### src/rtl/hline_pkg.sv
package hline_pkg;
  localparam int NUM_WIN   = 4;
  localparam int NUM_POL   = 2;
  localparam int START_LSB = 16;
  localparam int ADDR_W    = 3;
  localparam int DATA_W    = 32;

  typedef enum logic [ADDR_W-1:0] {
    REG_TOTAL  = 3'd0,
    REG_SYNC   = 3'd1,
    REG_BLANK  = 3'd2,
    REG_ACTIVE = 3'd3,
    REG_SHIFT  = 3'd4,
    REG_CTRL   = 3'd5
  } regAddr_t;

  typedef struct packed {
    logic reload;
    logic lineEnd;
  } lineStrobe_t;
endpackage

### src/rtl/hline_ctrl.sv
module hline_ctrl
  import hline_pkg::*;
#(
  parameter int CNT_W = 11
) (
  input  logic             clk,
  input  logic             rst,
  input  logic [CNT_W-1:0] loadVal,
  output logic [CNT_W-1:0] count,
  output lineStrobe_t      strobe
);
  logic atZero;

  assign atZero = (count == '0);

  always_ff @(posedge clk) begin
    if (rst)         count <= '0;
    else if (atZero) count <= loadVal;
    else             count <= count - CNT_W'(1);
  end

  always_comb begin
    strobe.reload  = atZero;
    strobe.lineEnd = atZero;
  end
endmodule

### src/rtl/hline_win.sv
module hline_win #(
  parameter int CNT_W = 11
) (
  input  logic             clk,
  input  logic             rst,
  input  logic [CNT_W-1:0] count,
  input  logic [CNT_W-1:0] startVal,
  input  logic [CNT_W-1:0] stopVal,
  input  logic             invert,
  output logic             winOut
);
  logic winState;
  logic nextWin;

  always_comb begin
    if (startVal == stopVal)    nextWin = 1'b0;
    else if (count == startVal) nextWin = 1'b1;
    else if (count == stopVal)  nextWin = 1'b0;
    else                        nextWin = winState;
  end

  always_ff @(posedge clk) begin
    if (rst) begin
      winState <= 1'b0;
      winOut   <= 1'b0;
    end else begin
      winState <= nextWin;
      winOut   <= nextWin ^ invert;
    end
  end
endmodule

### src/rtl/hline_dp.sv
module hline_dp
  import hline_pkg::*;
#(
  parameter int CNT_W = 11
) (
  input  logic               clk,
  input  logic               rst,
  input  logic               wrEn,
  input  logic [ADDR_W-1:0]  wrAddr,
  input  logic [DATA_W-1:0]  wrData,
  input  lineStrobe_t        strobe,
  input  logic [CNT_W-1:0]   count,
  output logic [CNT_W-1:0]   pendTotal,
  output logic [NUM_WIN-1:0] winBus
);
  logic [NUM_POL-1:0] pendPol;
  logic [NUM_POL-1:0] livePol;
  logic               unusedWr;

  assign unusedWr = ^wrData;

  always_ff @(posedge clk) begin
    if (rst) begin
      pendTotal <= '0;
      pendPol   <= '0;
      livePol   <= '0;
    end else begin
      if (strobe.reload) livePol <= pendPol;
      if (wrEn && wrAddr == REG_TOTAL) pendTotal <= wrData[CNT_W-1:0];
      if (wrEn && wrAddr == REG_CTRL)  pendPol   <= wrData[NUM_POL-1:0];
    end
  end

  for (genvar i = 0; i < NUM_WIN; i++) begin : gWin
    localparam logic [ADDR_W-1:0] MY_ADDR = ADDR_W'(int'(REG_SYNC) + i);
    logic [CNT_W-1:0] pendStart, pendStop, liveStart, liveStop;
    logic             inv;

    always_ff @(posedge clk) begin
      if (rst) begin
        pendStart <= '0;
        pendStop  <= '0;
        liveStart <= '0;
        liveStop  <= '0;
      end else begin
        if (strobe.reload) begin
          liveStart <= pendStart;
          liveStop  <= pendStop;
        end
        if (wrEn && wrAddr == MY_ADDR) begin
          pendStart <= wrData[START_LSB +: CNT_W];
          pendStop  <= wrData[CNT_W-1:0];
        end
      end
    end

    if (i < NUM_POL) begin : gPol
      assign inv = livePol[i];
    end else begin : gNoPol
      assign inv = 1'b0;
    end

    hline_win #(.CNT_W(CNT_W)) uWin (
      .clk      (clk),
      .rst      (rst),
      .count    (count),
      .startVal (liveStart),
      .stopVal  (liveStop),
      .invert   (inv),
      .winOut   (winBus[i])
    );
  end
endmodule

### src/rtl/hline_timer.sv
module hline_timer
  import hline_pkg::*;
#(
  parameter int CNT_W = 11
) (
  input  logic        clk,
  input  logic        rst,
  input  logic        wrEn,
  input  logic [2:0]  wrAddr,
  input  logic [31:0] wrData,
  output logic        hsync,
  output logic        blank,
  output logic        activeVideo,
  output logic        shiftClkEn,
  output logic        lineEnd
);
  logic [CNT_W-1:0]   count;
  logic [CNT_W-1:0]   pendTotal;
  lineStrobe_t        strobe;
  logic [NUM_WIN-1:0] winBus;

  hline_ctrl #(.CNT_W(CNT_W)) uCtrl (
    .clk     (clk),
    .rst     (rst),
    .loadVal (pendTotal),
    .count   (count),
    .strobe  (strobe)
  );

  hline_dp #(.CNT_W(CNT_W)) uDp (
    .clk       (clk),
    .rst       (rst),
    .wrEn      (wrEn),
    .wrAddr    (wrAddr),
    .wrData    (wrData),
    .strobe    (strobe),
    .count     (count),
    .pendTotal (pendTotal),
    .winBus    (winBus)
  );

  assign hsync       = winBus[0];
  assign blank       = winBus[1];
  assign activeVideo = winBus[2];
  assign shiftClkEn  = winBus[3];
  assign lineEnd     = strobe.lineEnd;
endmodule

### config.mk
export PLATFORM = sky130hd
export DESIGN_NAME = hline_timer
export DESIGN_NICKNAME = d
export VERILOG_FILES = /design/src/rtl/hline_pkg.sv /design/src/rtl/hline_ctrl.sv /design/src/rtl/hline_win.sv /design/src/rtl/hline_dp.sv /design/src/rtl/hline_timer.sv
export SDC_FILE = /design/constraint.sdc
export NUM_CORES = 1
export LEC_CHECK = 0
export BUFFER_PORTS_ARGS = -buffer_cell sky130_fd_sc_hd__buf_2
export CAP_MARGIN = 0
export CORE_MARGIN = 8
export CORE_UTILIZATION = 45
export CTS_CLUSTER_DIAMETER = 30
export DETAILED_ROUTE_END_ITERATION = 8
export PLACE_DENSITY = 0.62
export SLEW_MARGIN = 10
export SYNTH_ARGS = -nofsm -noshare
export SYNTH_HDL_FRONTEND = slang
export SYNTH_SLANG_ARGS = --single-unit
export TNS_END_PERCENT = 5
### constraint.sdc
create_clock -name clk -period 4.1 [get_ports clk]
set_clock_uncertainty 0.2 [all_clocks]
set_input_delay 0.41 -clock clk [delete_from_list [all_inputs] [get_ports clk]]
set_output_delay 0.41 -clock clk [all_outputs]
set_load 0.03 [all_outputs]
==> results.toml, run 1 <==
[outcome]
status = "finished, final reports clean"

[min_path]
min_path_type = "in2reg"
min_from = "wrData[6]"
whs_path_depth = 3
min_to = "uDp.gWin[2].pendStop[6]"

[yosys]
yosys.cell_types.count = 37
yosysWarnings = 0
synth-simple-area-share_pct = 22.4
synth-xor-area-share_pct = 13.6
syn_inst = 1113
synth_compound_area_share_pct = 12.0
synth_edf_count = 0
syn_nets = 1152
synth_area_leaders = "dfxtp_1 47%, nand2_1 16%, a21oi_1 11%"
yosysSeqAreaShare_pct = 46.7
synth_top_family_by_area = "simple AND/OR/NAND/NOR gates"
synthAdderAreaFrac_pct = 0.140
synth_largest_area_cell = "dfxtp_1"
avgSynthCellArea_um2 = 8.01
synth_flop_cell = "dfxtp_1"
ys_ff_latch = 208
synthesis.area_um2 = 8920
synth.mux.area_fraction_pct = 0.337
synth_top_cell_area_share_pct = 46.7
ys_async_sr_fraction_pct = 0

[grt]
met3_usage_pct = 3.31
antenna_found_initial = 0
grt_max_degree = 113
grt-busiest-layer = "met2"
grt_util_all_layers_pct = 20.4
grt_pass1_vias = 6969
grt_first_pass_wirelength_mm = 39.0
grt_overflow = 0
grtUsageMet1_pct = 29.0
met2_usage_pct = 31.0

[placement]
hpwl_mm = 15.2
place.gp.congestion = 0.847
numPortBuffers = 32
place_area_um2 = 9110
place_ws_ns = 0.855

[finish]
layout.area.seq_um2 = 4160
multi_input_area_um2 = 4320
final_util_pct = 54.2
syn_to_final_growth_pct = 18.3
drive_gt1_share_pct = 10.2
antenna_cells = 0
nets = 1172
n_fill_cell = 1865
post-route-cell-area_um2 = 10600

[critical_path]
r2r-start = "uCtrl.count[1]"
reg2reg_slack_ns = 0.84
cp_num_buf_inv = 3
reg2reg_to = "uCtrl.count[3]"
crit_type = "reg2out"
r2r_cells = 8
worstSetupEndpointType = "primary output"
slowest_delay_ns = 0.75
worstPathRequired_ns = 3.49
critPathTopFamily = "simple AND/OR/NAND/NOR gates"
path_cells = "inv_1, ha_1, nor3b_2, nand2_1, or4_4, clkinv_4, buf_2"
arrival_ns = 3.07
critPathMaxFanout = 41
cp_slowest_cell = "or4_4"
start_kind = "flop"

[timing]
worstMarginPinSlew_ns = 1.06
rsz0062_at_grt = "false"
hold_violations = 0
relSlewSlack_pct = 29.0
max_clock_freq_mhz = 271
slew_violations = 0
setup_tns_ns = 0
timing.final.ws_setup_ns = 0.416
min_period_over_period_pct = 89.9
fin_crit_ns = 3.68
setup_viol_count_final = 0

[clock_network]
cts_num_sinks = 208
cts_inserted_buffers = 43
cts_tree = "yes"
cts_root_buf = "clkbuf_16"
clk_pin_slew_worst_paths_ns = 0.05
cts_setup_buffers = 0
clk_latency_ns = 0.52
clock_path_buffers = 3
htreeDepth = 2
ctsHoldBuffers = 3
ctsResizeCount = 0

[route]
drt-wirelength-per-cell_um = 17.4
wl_mm = 24.8
vias_per_cell = 5.28
drc = 0
ant_nets = 0
via_count = 7506
dr.pass1.iters = 5
drt_iter0_drc = 519

[pwr]
switchingPower_uw = 1960
power.internal_uw = 4860
seq_power_share_pct = 32.8
peakVddDrop_mv = 0.366
pwr-share-clk_pct = 49.5
switching_share_pct = 28.7
power.density_nw_per_um2 = 647
leakage_uw = 0.00397
p_comb_share_pct = 17.7

[job]
maxCapViolations = 0

[die]
fp.coreArea_um2 = 19500
rows = 51
initial_utilization_pct = 45.8
die_area_um2 = 24600
dieWidth_um = 157
io_pins = 43
die_h_um = 157
==> cells in the final DEF (no fill, tap or decap), drive strengths merged, types with 5 or more instances in the layout <==
| cell type | count |
|---|---|
| nor2 | 22 |
| nand3 | 17 |
| nand4 | 14 |
| dfxtp | 208 |
| xor2 | 68 |
| nor3 | 14 |
| clkinv | 5 |
| nor4 | 12 |
| nor2b | 5 |
| nand2 | 382 |
| buf | 45 |
| a21oi | 191 |
| clkbuf | 57 |
| xnor2 | 70 |
==> cell families (layout without fill, tap and decap cells) <==
group / Yosys count / after routing
and+or+nand+nor: 482 / 482
buffers and inverters: 76 / 120
AOI/OAI and AO/OA: 205 / 205
adders and majority gates: 1 / 1
DFF: 208 / 208
muxes: 3 / 3
xor gates and xnor gates: 138 / 138
==> worst min-delay path, stage by stage <==
cell and delay, ns:
buf_2 0.15, nand2_1 0.07, a21oi_1 0.05
==> registers in the layout, summed over array words and instances (netlist names) <==
name,count
uDp.gWin.liveStop,44
uDp.pendPol,2
uDp.pendTotal,11
uDp.gWin.liveStart,44
uDp.gWin.pendStop,44
uDp.gWin.uWin.winState,4
uDp.gWin.pendStart,44
uDp.livePol,2
uDp.gWin.uWin.winOut,2
uCtrl.count,11
==> layer usage <==
metal	share of wire, %	up-vias
li1	-	3686
met3	5.7	37
met4	2.0	0
met2	44	206
met1	49	3577
met5	0	-
==> how the worst max path moves through the flow <==
stage / from / endpoint / slack, ns / depth (start not counted)
global placement: uCtrl.count[1] / uCtrl.count[3] / 0.86 / 8
floorplan: uCtrl.count[0] / lineEnd / 1.45 / 9
detailed placement: uCtrl.count[1] / uCtrl.count[3] / 0.86 / 8
global route: uCtrl.count[1] / lineEnd / 0.24 / 7
CTS: uCtrl.count[1] / lineEnd / 0.37 / 7
finish: uCtrl.count[1] / lineEnd / 0.42 / 7
==> through the flow <==
stage | hold WS, ns | total power, µW | instances
2_1_floorplan | 0.232 | 3250 | 1113
3_3_place_gp | 0.238 | 3470 | 1350
3_5_place_dp | 0.243 | 3480 | 1350
4_1_cts | 0.00313 | 6860 | 1422
5_1_grt | 0.00540 | 7110 | 1422
6_report | 0.0110 | 6820 | 1422
==> layout make-up <==
cell class	instances	area share [%]
Clock inverter	12	1.61
Tap cell	265	3.14
Inverter	3	0.154
Multi-Input combinational cell	829	41.0
Sequential cell	208	39.5
Clock buffer	57	11.8
Timing Repair Buffer	48	2.91
==> power by group through the flow <==
stage / Combinational, µW / Clock [µW] / Sequential (µW)
floorplan: 1060 / 0 / 2180
global placement: 1190 / 0 / 2270
detailed placement: 1200 / 0 / 2270
CTS: 1210 / 3420 / 2240
global route: 1340 / 3530 / 2250
finish: 1210 / 3380 / 2240
==> cells in the mapped netlist (all sizes together) (4+ instances only) <==
cell type,number
nor4,12
nor2b,5
a311oi,4
or3,4
clkbuf,48
nand4,14
xnor2,70
dfxtp,208
nand3,17
nor2,22
nand2,382
xor2,68
buf,25
a21oi,191
nor3,14
a211oi,4
Note: power is estimated with default switching activity, not from simulation.
==> inputs of run 2 (changes only) <==
clock period = 3.7 ns   (was 4.1 ns; I/O delays follow)
==> run 2 against run 1 <==
  * Final cell count up 1.2%
  * First-iteration DRC count up 14%
  * Combinational power up 14%
  * Sequential share of layout area down 0.61 points
  * Largest cell class unchanged
==> results.toml, run 2 (synthesis results as in run 1) <==
[clock_network]
clock_path_buffers = 3
clk_pin_slew_worst_paths_ns = 0.05
cts_root_buf = "clkbuf_16"
clk_latency_ns = 0.51
cts_tree = "yes"
cts_num_sinks = 208
cts_inserted_buffers = 44
cts_setup_buffers = 0
htreeDepth = 2

[timing]
hold_violations = 0
setup_tns_ns = 0
slew_violations = 0
setup_viol_count_final = 0
rsz0062_at_grt = "false"
worstMarginPinSlew_ns = 1.01
fin_crit_ns = 3.26
relSlewSlack_pct = 32.7
max_clock_freq_mhz = 307
whs_ns = 0.0118
min_period_over_period_pct = 88.1

[route]
drt-wirelength-per-cell_um = 17.3
routed.top_layer = "met4"
drt_iter0_drc = 592
dr_wl_met2_mm = 11.1
wl_met3_mm = 1.35
vias_per_cell = 5.18
wl_mm = 24.8
met1_length_mm = 11.8
drc = 0
dr.pass1.iters = 6
via_count = 7447
ant_nets = 0

[critical_path]
critPathMaxFanout = 42
worstPathRequired_ns = 3.13
r2r-start = "uCtrl.count[3]"
crit_type = "reg2out"
reg2reg_slack_ns = 0.97
arrival_ns = 2.69
start_kind = "flop"
worstSetupStartpoint = "uCtrl.count[3]"
worstSetupEndpointType = "primary output"

[pwr]
p_comb_share_pct = 18.2
leakage_uw = 0.00404
peakVddDrop_mv = 0.439
switching_share_pct = 29.0
power.total_uw = 7620
seq_power_share_pct = 32.4
pwr-share-clk_pct = 49.4
switchingPower_uw = 2210
power.density_nw_per_um2 = 711
power.internal_uw = 5410

[die]
initial_utilization_pct = 45.8
io_pins = 43
dieWidth_um = 157
die_area_um2 = 24600
rows = 51
die_h_um = 157
fp.coreArea_um2 = 19500

[grt]
grt_overflow = 0
grt_pass1_vias = 7068
antenna_found_initial = 0
grt_first_pass_wirelength_mm = 39.0
grt_max_degree = 107
grt_util_all_layers_pct = 20.5

[placement]
numPortBuffers = 32
place.gp.congestion = 0.823
place_area_um2 = 9140
dp_cells = 1350
hpwl_mm = 14.9

[finish]
layout_commonest_cell = "nand2_1"
syn_to_final_growth_pct = 20.2
drive_gt1_share_pct = 10.6
fin_cells = 1439
antenna_cells = 0
post-route-cell-area_um2 = 10700
final_cell_mix = "382 x nand2_1, 208 x dfxtp_1, 191 x a21oi_1, 70 x xnor2_1, 68 x xor2_1"
n_fill_cell = 1873
nets = 1184

[outcome]
status = "finished, final reports clean"

[job]
maxCapViolations = 0

[min_path]
min_from = "wrData[18]"
min_path_type = "in2reg"
## run 2: cell types whose count changed in the layout (fill, tap and decap cells not counted)
| cell | change |
|---|---|
| buf_4 | -2 |
| clkbuf_1 | -1 |
| or2_0 | +1 |
| dlygate4sd3_1 | +11 |
| clkinv_2 | +5 |
| or2_1 | -1 |
| clkbuf_8 | -1 |
| clkinvlp_4 | +3 |
| buf_12 | +2 |
## run 2: path summary, 6_finish.rpt
check | end | cells after the start
hold reg to reg | uDp.gWin[3].liveStart[8] | 2
setup reg to reg | uDp.gWin[3].liveStop[6] | 7
setup / recovery | lineEnd | 5
hold / removal | uDp.gWin[2].pendStart[2] | 3
## run 2: final cells by class
cell class	count	area (µm²)	share of cell area, %
multi-input combinational	829	4320	40.3
clock buffer	55	1220	11.4
timing repair buffer	59	442	4.12
tap	265	332	3.09
sequential	208	4160	38.9
inverter	3	16.3	0.152
clock inverter	20	218	2.03
## run 2: stage by stage
| stage | util (%) | worst slack, ns |
|---|---|---|
| after floorplan | - | 1.09 |
| after global placement | 46.9 | 1.00 |
| after detailed placement | 46.9 | 0.958 |
| after CTS | 55.1 | 0.417 |
| after global routing | 55.1 | 0.331 |
| final | 55.1 | 0.439 |
## run 2: layer usage
layer	up-vias	GRT usage (%)
met2	195	31.9
li1	3709	-
met1	3501	28.3
met4	0	6.73
met5	-	0
met3	42	3.25
## run 2: power by group through the flow
stage	Sequential, µW	Clock [µW]	Combinational (µW)
final	2470	3770	1380
after global routing	2480	3930	1530
after CTS	2470	3820	1390
after detailed placement	2510	0	1380
after global placement	2500	0	1360
after floorplan	2420	0	1180
## run 2: worst max-delay path, stage by stage (launching register included)
cell	delay (ns)
dfxtp_1	0.55
nor3b_2	0.34
nand2_1	0.15
or4_4	0.54
clkinv_4	0.30
buf_2	0.27
## run 2: timing repair
action / 4_1_cts / 5_1_grt
hold endpoints to repair: 51 / 0
hold buffers: 14 / 0
gates resized for setup: 0 / 0
